===== config.mk =====
export PLATFORM = sky130hd
export DESIGN_NAME = eid_top
export DESIGN_NICKNAME = d
export VERILOG_FILES = /design/src/rtl/eid_pkg.sv /design/src/rtl/eid_sync.sv /design/src/rtl/eid_detect.sv /design/src/rtl/eid_regs.sv /design/src/rtl/eid_top.sv
export SDC_FILE = /design/constraint.sdc
export NUM_CORES = 1
export LEC_CHECK = 0
export ABC_AREA = 1
export ABC_CLOCK_PERIOD_IN_PS = 2050
export BUFFER_PORTS_ARGS = -buffer_cell sky130_fd_sc_hd__buf_4
export CAP_MARGIN = 20
export CELL_PAD_IN_SITES_DETAIL_PLACEMENT = 1
export CELL_PAD_IN_SITES_GLOBAL_PLACEMENT = 2
export CORE_MARGIN = 4
export CORE_UTILIZATION = 35
export CTS_CLUSTER_DIAMETER = 120
export DETAILED_ROUTE_END_ITERATION = 7
export PLACE_DENSITY = 0.8
export SLEW_MARGIN = 30
export SYNTH_ARGS = -nofsm -noshare
export SYNTH_HDL_FRONTEND = slang
export SYNTH_SLANG_ARGS = --single-unit

===== constraint.sdc =====
create_clock -name clk_i -period 2.05 [get_ports clk_i]
set_input_delay 0.205 -clock clk_i [delete_from_list [all_inputs] [get_ports clk_i]]
set_output_delay 0.205 -clock clk_i [all_outputs]
set_load 0.01 [all_outputs]

===== src/rtl/eid_pkg.sv =====
package eid_pkg;

    typedef enum logic [1:0] {
        REG_ENABLE = 2'd0,
        REG_MODE   = 2'd1,
        REG_POL    = 2'd2,
        REG_FLAG   = 2'd3
    } reg_sel_e;

    localparam int unsigned NUM_REGS = 4;

endpackage


===== src/rtl/eid_sync.sv =====
module eid_sync #(
    parameter int unsigned WIDTH  = 8,
    parameter int unsigned STAGES = 2
) (
    input  logic             clk_i,
    input  logic             rst_ni,
    input  logic [WIDTH-1:0] async_i,
    output logic [WIDTH-1:0] sync_o
);

    typedef struct packed {
        logic [STAGES-1:0][WIDTH-1:0] chain;
    } sync_state_t;

    sync_state_t st_d, st_q;

    always_comb begin
        st_d = st_q;
        st_d.chain[0] = async_i;
        for (int s = 1; s < int'(STAGES); s++) begin
            st_d.chain[s] = st_q.chain[s-1];
        end
    end

    always_ff @(posedge clk_i or negedge rst_ni) begin
        if (!rst_ni) begin
            st_q <= '0;
        end else begin
            st_q <= st_d;
        end
    end

    assign sync_o = st_q.chain[STAGES-1];

endmodule


===== src/rtl/eid_detect.sv =====
module eid_detect #(
    parameter int unsigned NUM_PINS = 8
) (
    input  logic                clk_i,
    input  logic                rst_ni,
    input  logic [NUM_PINS-1:0] sync_i,
    input  logic [NUM_PINS-1:0] mode_i,
    input  logic [NUM_PINS-1:0] pol_i,
    input  logic [NUM_PINS-1:0] en_i,
    output logic [NUM_PINS-1:0] hit_o
);

    typedef struct packed {
        logic [NUM_PINS-1:0] prev;
    } det_state_t;

    det_state_t st_d, st_q;
    logic [NUM_PINS-1:0] cond;

    always_comb begin
        st_d      = st_q;
        st_d.prev = sync_i;
    end

    always_ff @(posedge clk_i or negedge rst_ni) begin
        if (!rst_ni) begin
            st_q <= '0;
        end else begin
            st_q <= st_d;
        end
    end

    for (genvar i = 0; i < int'(NUM_PINS); i++) begin : g_pin
        logic rise, fall;
        always_comb begin
            rise = sync_i[i] & ~st_q.prev[i];
            fall = ~sync_i[i] & st_q.prev[i];
            if (mode_i[i]) begin
                cond[i] = pol_i[i] ? rise : fall;
            end else begin
                cond[i] = pol_i[i] ? sync_i[i] : ~sync_i[i];
            end
        end

        AST_EDGE_SINGLE_PULSE: assert property (@(posedge clk_i) disable iff (!rst_ni)
            (mode_i[i] && $past(mode_i[i]) && (pol_i[i] == $past(pol_i[i])) && $past(hit_o[i]))
            |-> !hit_o[i]);
    end

    assign hit_o = cond & en_i;

endmodule


===== src/rtl/eid_regs.sv =====
module eid_regs
    import eid_pkg::*;
#(
    parameter int unsigned      NUM_PINS  = 8,
    parameter int unsigned      ADDR_W    = 8,
    parameter logic [ADDR_W-1:0] BASE_ADDR = 8'hAC
) (
    input  logic                clk_i,
    input  logic                rst_ni,
    input  logic [ADDR_W-1:0]   addr_i,
    input  logic                wr_i,
    input  logic [NUM_PINS-1:0] wdata_i,
    input  logic [NUM_PINS-1:0] hit_i,
    output logic [NUM_PINS-1:0] rdata_o,
    output logic [NUM_PINS-1:0] en_o,
    output logic [NUM_PINS-1:0] mode_o,
    output logic [NUM_PINS-1:0] pol_o,
    output logic [NUM_PINS-1:0] flag_o
);

    typedef struct packed {
        logic [NUM_PINS-1:0] en;
        logic [NUM_PINS-1:0] mode;
        logic [NUM_PINS-1:0] pol;
        logic [NUM_PINS-1:0] flag;
    } reg_state_t;

    reg_state_t st_d, st_q;
    logic [ADDR_W-1:0] offset;
    logic              in_range;
    reg_sel_e          sel;
    logic              flag_wr;

    always_comb begin
        offset   = addr_i - BASE_ADDR;
        in_range = (offset < ADDR_W'(NUM_REGS));
        sel      = reg_sel_e'(offset[1:0]);
        flag_wr  = wr_i && in_range && (sel == REG_FLAG);
    end

    always_comb begin
        st_d = st_q;
        if (wr_i && in_range) begin
            unique case (sel)
                REG_ENABLE: st_d.en   = wdata_i;
                REG_MODE:   st_d.mode = wdata_i;
                REG_POL:    st_d.pol  = wdata_i;
                REG_FLAG:   st_d.flag = st_q.flag & wdata_i;
                default:    st_d = st_q;
            endcase
        end
        st_d.flag = st_d.flag | hit_i;
    end

    always_ff @(posedge clk_i or negedge rst_ni) begin
        if (!rst_ni) begin
            st_q <= '0;
        end else begin
            st_q <= st_d;
        end
    end

    always_comb begin
        rdata_o = '0;
        if (in_range) begin
            unique case (sel)
                REG_ENABLE: rdata_o = st_q.en;
                REG_MODE:   rdata_o = st_q.mode;
                REG_POL:    rdata_o = st_q.pol;
                REG_FLAG:   rdata_o = st_q.flag;
                default:    rdata_o = '0;
            endcase
        end
    end

    assign en_o   = st_q.en;
    assign mode_o = st_q.mode;
    assign pol_o  = st_q.pol;
    assign flag_o = st_q.flag;

    AST_CLEAR_ON_ZERO: assert property (@(posedge clk_i) disable iff (!rst_ni)
        flag_wr |=> ((st_q.flag & ~$past(wdata_i) & ~$past(hit_i)) == '0));
    AST_SET_WINS: assert property (@(posedge clk_i) disable iff (!rst_ni)
        (|hit_i) |=> ((st_q.flag & $past(hit_i)) == $past(hit_i)));
    AST_SET_NEEDS_ENABLE: assert property (@(posedge clk_i) disable iff (!rst_ni)
        $past(rst_ni) |-> ((st_q.flag & ~$past(st_q.flag) & ~$past(st_q.en)) == '0));
    AST_KEEP_WHEN_ONE: assert property (@(posedge clk_i) disable iff (!rst_ni)
        flag_wr |=> ((st_q.flag & $past(st_q.flag) & $past(wdata_i)) == ($past(st_q.flag) & $past(wdata_i))));

endmodule


===== src/rtl/eid_top.sv =====
module eid_top #(
    parameter int unsigned       NUM_PINS  = 8,
    parameter int unsigned       ADDR_W    = 8,
    parameter logic [ADDR_W-1:0] BASE_ADDR = 8'hAC,
    parameter int unsigned       SYNC_STAGES = 2
) (
    input  logic                clk_i,
    input  logic                rst_ni,
    input  logic [NUM_PINS-1:0] pin_i,
    input  logic [ADDR_W-1:0]   sfr_addr_i,
    input  logic                sfr_wr_i,
    input  logic [NUM_PINS-1:0] sfr_wdata_i,
    output logic [NUM_PINS-1:0] sfr_rdata_o,
    output logic [NUM_PINS-1:0] irq_o,
    output logic                irq_any_o
);

    logic [NUM_PINS-1:0] pin_sync;
    logic [NUM_PINS-1:0] hit;
    logic [NUM_PINS-1:0] en, mode, pol, flag;

    eid_sync #(
        .WIDTH  (NUM_PINS),
        .STAGES (SYNC_STAGES)
    ) u_sync (
        .clk_i   (clk_i),
        .rst_ni  (rst_ni),
        .async_i (pin_i),
        .sync_o  (pin_sync)
    );

    eid_detect #(
        .NUM_PINS (NUM_PINS)
    ) u_detect (
        .clk_i  (clk_i),
        .rst_ni (rst_ni),
        .sync_i (pin_sync),
        .mode_i (mode),
        .pol_i  (pol),
        .en_i   (en),
        .hit_o  (hit)
    );

    eid_regs #(
        .NUM_PINS  (NUM_PINS),
        .ADDR_W    (ADDR_W),
        .BASE_ADDR (BASE_ADDR)
    ) u_regs (
        .clk_i   (clk_i),
        .rst_ni  (rst_ni),
        .addr_i  (sfr_addr_i),
        .wr_i    (sfr_wr_i),
        .wdata_i (sfr_wdata_i),
        .hit_i   (hit),
        .rdata_o (sfr_rdata_o),
        .en_o    (en),
        .mode_o  (mode),
        .pol_o   (pol),
        .flag_o  (flag)
    );

    assign irq_o     = flag;
    assign irq_any_o = |flag;

    AST_IRQ_TRACKS_FLAG: assert property (@(posedge clk_i) disable iff (!rst_ni)
        irq_any_o == (irq_o != '0));

endmodule


==> flow_metrics.py <==
metrics = {
    "status": {
        "outcome": "finished, final reports clean",
    },
    "route": {
        "drc": 0,
        "ant_nets": 0,
        "wl_per_cell_um": 15.93,
        "firstDrtPassIters": 4,
        "num_vias": 2233,
        "vias_per_cell": 4.940,
        "drtIter0Drc": 116,
        "drt_wl_total_mm": 7.202,
    },
    "floorplanning": {
        "die_y_um": 92.45,
        "die-area_mm2": 0.008547,
        "start_util_pct": 36.34,
        "num_io_pins": 44,
        "core.rowCount": 30,
        "die_x_um": 92.45,
        "core_mm2": 0.006869,
    },
    "sta": {
        "fin_crit_sh_pct": 74.00,
        "tightest_slew_ns": 0.7247,
        "tns_ns": 0,
        "holdWs_ns": 0.1205,
        "finalSetupViolCount": 0,
        "fin_crit_ns": 1.517,
        "grt_setup_unrepaired": "no",
        "hold_viol": 0,
        "fin_worst_skew_ns": 0.005032,
        "fmax_mhz": 659.2,
        "relSlewSlack_pct": 51.69,
        "drv_slew": 0,
        "finalWorstSetupSlack_ns": 0.5331,
    },
    "power_and_ir_drop": {
        "ir_worst_vdd_mv": 0.3284,
        "switchingPower_w": 0.0005356,
        "seq_power_share_pct": 55.8,
        "power_leakage_nw": 1.490,
        "combPwrFrac_pct": 10.5,
        "switching_share_pct": 24.88,
        "clockPowerShare_pct": 33.6,
        "p_int_w": 0.001617,
        "cellPowerDensity_mw_per_mm2": 690.6,
    },
    "critical_path": {
        "reg2reg_depth": 5,
        "worst-setup-path-type": "reg -> out",
        "r2r_slack_ns": 1.12,
        "reg2reg_from": "u_regs.mode_o[7]$_DFFE_PN0P_",
        "path_max_fanout": 4,
        "worst-endpoint-required_ns": 1.85,
        "r2r-end": "u_regs.flag_o[7]$_DFF_PN0_",
        "cp-start-kind": "flip-flop",
        "endpoint_kind": "primary output",
        "cp.arrival_ns": 1.31,
    },
    "logic_synthesis": {
        "synth.area.top_cells": "dfrtp_1, nand2_1, nor2_1",
        "synthCells": 300,
        "yosys.area_share.xor_xnor_pct": 0,
        "async_flop_share_pct": 100.0,
        "synth-simple-area-share_pct": 34.59,
        "synth-seq-cells": 56,
        "netlist_area_mm2": 0.002496,
        "synth.avg_cell_area_um2": 8.320,
        "synth_fa_ha_area_share_pct": 0,
        "synth_compound_area_share_pct": 5.614,
        "synth-edff-count": 0,
        "synth_flop_cell": "dfrtp_1",
        "ys_warn_count": 0,
        "synth_top_family_by_area": "simple AND/OR/NAND/NOR gates",
        "synthMuxAreaShare_pct": 0,
        "synth_top_area_share_pct": 56.14,
        "syn_nets": 327,
        "synth_top_cell_by_area": "dfrtp_1",
        "yosysSeqAreaShare_pct": 56.14,
        "synth.distinct_cells": 18,
    },
    "clock_network": {
        "htreeDepth": 2,
        "cts.sinks": 56,
        "cts-root-buf": "clkbuf_8",
        "clkLatencyLatePin_ns": 0.30,
        "clk_pin_slew_ns": 0.09,
        "ctsResizeCount": 0,
        "clockBufferDepth": 2,
        "tritoncts": "done",
        "cts_buffers": 5,
    },
    "layout": {
        "multi_input_area_mm2": 0.001003,
        "num_antenna_cells": 0,
        "syn_to_final_growth_pct": 24.86,
        "final-seq-area_mm2": 0.001401,
        "final_nets": 382,
        "drive_gt1_share_pct": 18.26,
        "fillers": 839,
    },
    "min_path": {
        "whs_endpoint": "u_regs.pol_o[6]$_DFFE_PN0P_",
        "min_from": "sfr_wdata_i[6]",
        "hp-class": "in -> reg",
        "holdPathStages": 3,
    },
    "placed_design": {
        "port_buffers": 43,
        "place_congestion": 0.7575,
        "place_hpwl_mm": 4.905,
        "pre_cts_slack_ns": 0.5491,
    },
    "run": {
        "maxCapViolations": 0,
    },
    "grt": {
        "grt_pass1_wl_mm": 11.90,
        "grt.overflow.total": 0,
        "grt_pass1_vias": 2184,
        "track_usage_pct": 17.95,
        "antenna_found_initial": 0,
        "grt_max_degree": 57,
    },
}
-- metal layers --
| metal | GRT usage, % | share of wire (%) | vias up | wire, um |
|---|---|---|---|---|
| met5 | 0 | 0 | - | 0 |
| met4 | 4.455 | 0.94 | 0 | 68 |
| met3 | 3.249 | 5.7 | 5 | 414 |
| met2 | 27.55 | 46 | 50 | 3315 |
| met1 | 26.15 | 47 | 1096 | 3404 |
| li1 | - | - | 1082 | - |
-- layout make-up --
cell class | count | share of cell area, %
sequential | 56 | 44.96
multi-input combinational | 225 | 32.20
timing repair buffer | 56 | 14.21
tap | 96 | 3.854
clock buffer | 6 | 2.328
inverter | 11 | 1.325
clock inverter | 2 | 1.124
-- state kept, by name, indices dropped and copies added (netlist names) --
register       flops
u_sync.sync_o      8
u_regs.flag_o      8
u_sync.st_d        8
u_detect.st_q      8
u_regs.pol_o       8
u_regs.en_o        8
u_regs.mode_o      8
-- per-stage QoR --
step / instances / total power, W / utilization [%] / instance area, um^2
6_report: 452 / 0.002153 / 45.37 / 3117
5_1_grt: 452 / 0.002260 / 45.37 / 3117
4_1_cts: 452 / 0.002180 / 45.37 / 3117
3_5_place_dp: 435 / 0.001441 / 42.50 / 2919
3_3_place_gp: 435 / 0.001435 / 42.50 / 2919
2_1_floorplan: 300 / 0.001315 / - / 2496
-- kinds of logic after synthesis --
kind of cell,Yosys count
AO/OA/AOI/OAI,24
buffers and inverters,19
flip-flops,56
AND/OR/NAND/NOR,201
-- how the worst max path moves through the flow --
stage | start | endpoint | depth (start not counted)
3_3_place_gp | sfr_addr_i[0] | sfr_rdata_o[7] | 7
3_5_place_dp | sfr_addr_i[1] | sfr_rdata_o[5] | 7
4_1_cts | u_regs.flag_o[6]$_DFF_PN0_ | irq_any_o | 3
6_report | u_regs.flag_o[6]$_DFF_PN0_ | irq_any_o | 3
5_1_grt | sfr_addr_i[1] | sfr_rdata_o[5] | 7
2_1_floorplan | sfr_addr_i[4] | sfr_rdata_o[0] | 5
-- power groups by stage --
stage               Combinational [W]  Clock [W]  Sequential, W
finish                       0.000227   0.000724        0.00120
global placement             0.000212          0        0.00122
global route                 0.000258   0.000791        0.00121
floorplan                    0.000102          0        0.00121
CTS                          0.000230   0.000746        0.00120
detailed placement           0.000216          0        0.00122
-- Yosys cell counts (3+ instances only) --
| cell | number |
|---|---|
| o21ai_0 | 15 |
| dfrtp_1 | 56 |
| o211ai_1 | 8 |
| inv_1 | 8 |
| buf_2 | 4 |
| nor2_1 | 32 |
| nand3_1 | 17 |
| inv_2 | 3 |
| nor2_4 | 4 |
| buf_4 | 4 |
| nand4_1 | 9 |
| and3_1 | 3 |
| nand2_1 | 130 |
-- layout by cell type (no fill, tap or decap), types with 2 or more instances in the layout --
cell,n
nand2_1,130
dfrtp_1,56
buf_4,47
nor2_1,32
nand3_1,17
o21ai_0,15
nand4_1,9
dlygate4sd3_1,9
inv_1,8
o211ai_1,8
clkbuf_8,5
nor2_4,4
inv_2,3
and3_1,3
nor4_1,2
nand4_2,2
-- worst max-delay path: stages, from the launching register on --
cell and delay [ns]:
dfrtp_1 0.44, nor4_1 0.30, nand2_1 0.11, buf_4 0.16
-- what timing repair did --
item                      4_1_cts  5_1_grt
hold endpoints to repair       64        0
buffers inserted                0        0
hold buffers                    9        0
Power figures use the tool's default switching activity.
